**src/rtl/pwm_bank.sv**
```systemverilog
module pwm_bank #(
  parameter int NUM_CH  = 4,
  parameter int SCALE_W = 13,
  parameter int DUTY_W  = 8,
  parameter int AW      = 8
) (
  input  logic              clk,
  input  logic              rst_n,
  input  logic [AW-1:0]     bus_addr,
  input  logic              bus_wen,
  input  logic [31:0]       bus_wdata,
  output logic [31:0]       bus_rdata,
  output logic [NUM_CH-1:0] pwm_out
);
  localparam int SEL_LO   = 4;
  localparam int DUTY_LO  = 16;
  localparam int FULL_BIT = 24;
  localparam int RUN_BIT  = 31;

  logic [NUM_CH-1:0][31:0]        ctl_q;
  logic [NUM_CH-1:0][SCALE_W-1:0] presc_q;
  logic [NUM_CH-1:0][DUTY_W-1:0]  tick_q;
  logic [NUM_CH-1:0]              hit;

  wire       aligned = (bus_addr & ~(AW'(3) << SEL_LO)) == '0;
  wire [1:0] sel     = bus_addr[SEL_LO +: 2];

  always_comb begin
    bus_rdata = '0;
    for (int c = 0; c < NUM_CH; c++) begin
      hit[c] = aligned && (sel == 2'(c));
      if (hit[c]) bus_rdata = ctl_q[c];
    end
  end

  always_ff @(posedge clk or negedge rst_n) begin
    if (!rst_n) begin
      ctl_q   <= '0;
      presc_q <= '0;
      tick_q  <= '0;
    end else begin
      for (int c = 0; c < NUM_CH; c++) begin
        if (bus_wen && hit[c]) begin
          ctl_q[c]   <= bus_wdata;
          presc_q[c] <= '0;
          tick_q[c]  <= '0;
        end else if (ctl_q[c][RUN_BIT]) begin
          if (presc_q[c] == ctl_q[c][SCALE_W-1:0]) begin
            presc_q[c] <= '0;
            tick_q[c]  <= tick_q[c] + 1'b1;
          end else begin
            presc_q[c] <= presc_q[c] + 1'b1;
          end
        end
      end
    end
  end

  for (genvar c = 0; c < NUM_CH; c++) begin : g_ch
    assign pwm_out[c] = ctl_q[c][RUN_BIT] &&
                        (ctl_q[c][FULL_BIT] || (tick_q[c] < ctl_q[c][DUTY_LO +: DUTY_W]));

    assert_readback_R2: assert property (@(posedge clk) disable iff (!rst_n)
      (bus_wen && hit[c]) |=> (ctl_q[c] == $past(bus_wdata)));

    assert_presc_bound_R3: assert property (@(posedge clk) disable iff (!rst_n)
      ctl_q[c][RUN_BIT] |-> (presc_q[c] <= ctl_q[c][SCALE_W-1:0]));

    assert_tick_step_R4: assert property (@(posedge clk) disable iff (!rst_n)
      (!(bus_wen && hit[c]) && ctl_q[c][RUN_BIT]) |=>
        (tick_q[c] == $past(tick_q[c]) || tick_q[c] == $past(tick_q[c]) + 1'b1));

    assert_full_high_R6: assert property (@(posedge clk) disable iff (!rst_n)
      (bus_wen && hit[c] && bus_wdata[RUN_BIT] && bus_wdata[FULL_BIT]) |=> pwm_out[c]);

    assert_stop_low_R7: assert property (@(posedge clk) disable iff (!rst_n)
      (bus_wen && hit[c] && !bus_wdata[RUN_BIT]) |=> !pwm_out[c]);

    assert_restart_R8: assert property (@(posedge clk) disable iff (!rst_n)
      (bus_wen && hit[c]) |=> (presc_q[c] == '0 && tick_q[c] == '0));

    assert_isolated_R9: assert property (@(posedge clk) disable iff (!rst_n)
      (bus_wen && !hit[c]) |=> (ctl_q[c] == $past(ctl_q[c])));
  end
endmodule

```
**config.mk**
```make
export PLATFORM = sky130hd
export DESIGN_NAME = pwm_bank
export DESIGN_NICKNAME = d
export VERILOG_FILES = /design/src/rtl/pwm_bank.sv
export SDC_FILE = /design/constraint.sdc
export NUM_CORES = 1
export LEC_CHECK = 0
export ABC_AREA = 1
export CAP_MARGIN = 5
export CORE_AREA = 2 2 162 133
export CTS_BUF_LIST = sky130_fd_sc_hd__clkbuf_8
export CTS_CLUSTER_DIAMETER = 150
export CTS_CLUSTER_SIZE = 28
export DETAILED_ROUTE_END_ITERATION = 8
export DIE_AREA = 0 0 164 135
export PLACE_DENSITY = 0.82
export RECOVER_POWER = 25
export SLEW_MARGIN = 20
export SYNTH_ARGS = -nofsm -noshare
export SYNTH_HDL_FRONTEND = slang
export SYNTH_SLANG_ARGS = --single-unit
```
**constraint.sdc**
```tcl
create_clock -name clk -period 1.9 [get_ports clk]
set_input_delay 0.38 -clock clk [delete_from_list [all_inputs] [get_ports clk]]
set_output_delay 0.38 -clock clk [all_outputs]
set_load 0.05 [all_outputs]
```
==> metrics.md <==
| Metric | Value |
|---|---|
| PD cells | `698 nW/µm²` |
| Final Hold Vio Count | `0` |
| TritonCTS Sinks | `212` |
| Cell area after layout | `16,600 µm²` |
| Violated checks | `max-capacitance violations, max-slew violations, negative setup slack` |
| Clk_lat worst skew | `0.54 ns` |
| Die Y | `135 µm` |
| CTS clock-pin slew for the worst setup and hold paths | `0.18 ns` |
| First-pass GRT wire length | `68.1 mm` |
| Status | `finished, violations left` |
| Top Family by Delay on Critical Path | `flip-flops` |
| # setup viols final | `36` |
| CTS root buf | `clkbuf_8` |
| GP Congestion | `0.951` |
| Async SR Flop Fraction | `100%` |
| Multi-input combinational cell area | `7120 µm²` |
| Final Max Slew Viols | `55` |
| Final min period | `2.65 ns` |
| Post-route insts no fill | `2,208` |
| First-pass DRT Iterations | `8` |
| Storage cell area | `5320 µm²` |
| Placed wire-length estimate | `28.4 mm` |
| Worst path required time | `1.52 ns` |
| Synth Flop Type | `dfrtp_1` |
| Vias/cell | `6.00` |
| DR iter-0 viols | `1,881` |
| Critical path depth | `8` |
| Setup slack, reg-to-reg | `0.01 ns` |
| CP Capture Type | `output port` |
| DR vias | `13.2k` |
| Worst Reg2Reg Path Length in Cells | `11` |
| All-layer global routing usage | `39.7%` |
| Critical Path Source Type | `register` |
| Die area | `22,100 µm²` |
| Max Root-Sink Buffers | `3` |
| Synthesized flop and latch total | `212` |
| Share of cells above drive strength 1 | `19.6%` |
| Cell count after synthesis | `1,772` |
| Core ar. | `20,400 µm²` |
| DRT antenna net count | `0` |
| CTS Buf Count | `11` |
| Mapped cell area | `12,500 µm²` |
| CP bufs+invs | `2` |
| HP Class | `primary input to register` |
| Post-DP Area | `15,300 µm²` |
| Fillers | `1,202` |
| Vias in the first global route | `12.5k` |
| Setup ws final | `-0.749 ns` |
| Std-Cell Rows | `47` |
| Die Wd | `164 µm` |
| Max FO, Critical Path | `2` |
| Largest net degree at the start of global routing | `59` |
| Maxcap violations | `1` |
| Leakage Power | `8.46 nW` |
| Inserted Diodes | `0` |
| WS Path Type | `register to output port` |
| Post-route DRC | `0` |
| Placed insts | `2,161` |
| EDFF count, synth | `0` |
| Synth warn | `0` |
| Fin util | `81.2%` |
| Initial antenna violation count | `0` |
| Gr ovfl total | `0` |
| Setup_tns | `-12.00 ns` |
| WP data arrival | `2.27 ns` |
| Max incr delay on CP | `0.44 ns` |
| Routed Wire Length | `44.4 mm` |
| I/O pin count | `79` |
| Synth cell types | `33` |
| Syn avg cell area | `7.07 µm²` |
| Reg2Reg Launch Point | `ctl_q[11]` |
| Slew at the pin with the worst max-slew slack | `1.60 ns` |
| Setup repair after global routing missed its margin | `yes` |
| Initial Utilization | `61.4%` |
| Syn Nets | `1,851` |
| Final Cycle Share | `139%` |
| Clk_skew | `0.0317 ns` |
| Area Overhead vs Synth | `32.1%` |
| Slew HR | `-6.74%` |
| Final Power | `11.6 mW` |
| CP Launch Point | `ctl_q[23]` |
| R2r endpoint | `tick_q[5]` |
| Setup crit end | `pwm_out[0]` |
| CTS H-tree lvls | `1` |
| Sequential element share of the synthesized area | `42.3%` |
| Pre-CTS setup slack | `-0.478 ns` |
| Input/output buffers | `78` |
| CTS tree | `done` |
| Maximum clock frequency | `0.377 GHz` |
| Fin nets | `2,019` |
| DR WL/cell | `20.1 µm` |
| Crit path cell chain | `inv_1, ha_4, nand2_1, nor2_2, a211oi_2, a21oi_2, nor2_4, buf_12` |
| Hold_ws | `0.420 ns` |
| Worst path slowest cell | `dfrtp_1` |
| Max VDD drop | `0.00116 V` |
-- worst min-delay path by stage --
stage,depth (start not counted),startpoint,end
floorplan,0,rst_n,ctl_q[0]
global placement,1,rst_n,ctl_q[13]
detailed placement,1,rst_n,ctl_q[13]
CTS,2,rst_n,tick_q[2]
global route,3,bus_wdata[25],ctl_q[121]
finish,3,bus_wdata[20],ctl_q[84]
-- area by class of cell --
type	count	area share [%]
multi-input combinational	1234	43.0
tap	269	2.03
clock buffer	11	0.914
inverter	257	5.87
sequential	212	32.1
timing repair buffer	224	16.0
clock inverter	1	0.0982
-- worst reg2reg max path, delay by kind of cell (launching register included) --
family	cells	cell delay, ns
buffers and inverters	1	0.10
AND/OR/NAND/NOR	10	1.20
flip-flops	1	0.49
-- cells by family (layout without fill, tap and decap cells) --
| kind of cell | after synthesis | after routing | synth area share (%) |
|---|---|---|---|
| AND/OR/NAND/NOR | 955 | 955 | 31.8 |
| buffers and inverters | 326 | 493 | 10.3 |
| flip-flops | 212 | 212 | 42.3 |
| AO/OA/AOI/OAI | 199 | 199 | 8.99 |
| XOR/XNOR | 44 | 44 | 3.07 |
| adder cells (fa/ha/maj) | 36 | 36 | 3.59 |
-- Yosys cell counts (6+ instances only) --
library cell,number,share of area (%)
a21oi_1,21,0.84
nand4_1,82,4.1
clkbuf_1,33,0.99
nand3_1,67,2.7
o21ai_0,94,3.8
nand2_2,8,0.40
inv_2,6,0.18
inv_1,249,7.5
o2111ai_1,30,2.1
nand2_1,681,20
nor3_1,8,0.32
buf_2,29,1.2
o21ai_1,46,1.8
nor2_1,97,2.9
xnor2_1,6,0.42
ha_1,36,3.6
dfrtp_1,212,42
xor2_1,38,2.7
-- timing repair --
action / in CTS / in global routing
cloned: 9 / 0
hold endpoints to repair: 51 / 0
resized for setup: 146 / 58
hold buffers: 1 / 0
setup buffers: 15 / 12
pin swaps: 16 / 27
endpoints found under the setup margin: 36 / 47
-- power by group --
part,switching (mW),total (mW),leakage (nW),internal (mW)
clock,1.46,2.02,0.0860,0.553
sequential,0.602,5.54,2.80,4.94
combinational,2.37,3.99,5.57,1.62
total,4.44,11.6,8.46,7.11
-- cell usage in the layout (no fill, tap or decap), types with 25 or more instances in the layout --
cell and n:
nor2_1 87, xor2_1 38, dfrtp_1 203, o21ai_0 91, nand4_1 82, nand2_1 622
o21ai_1 45, nand3_1 66, ha_1 25, nand2_4 28, o2111ai_4 30, buf_12 53
nand2_2 37, buf_4 109, inv_1 238, clkdlybuf4s50_1 33
-- layer usage --
layer | share of wire [%] | up-vias | global-route usage (%)
met2 | 42 | 951 | 58.5
met5 | 0 | - | 0
li1 | - | 5918 | -
met1 | 39 | 6109 | 55.6
met4 | 6.4 | 0 | 17.6
met3 | 12 | 266 | 10.2
-- state kept, by name (all words and copies together) (netlist names) --
signal   count
tick_q      32
presc_q     52
ctl_q      128
(Power assumes the default switching activity.)
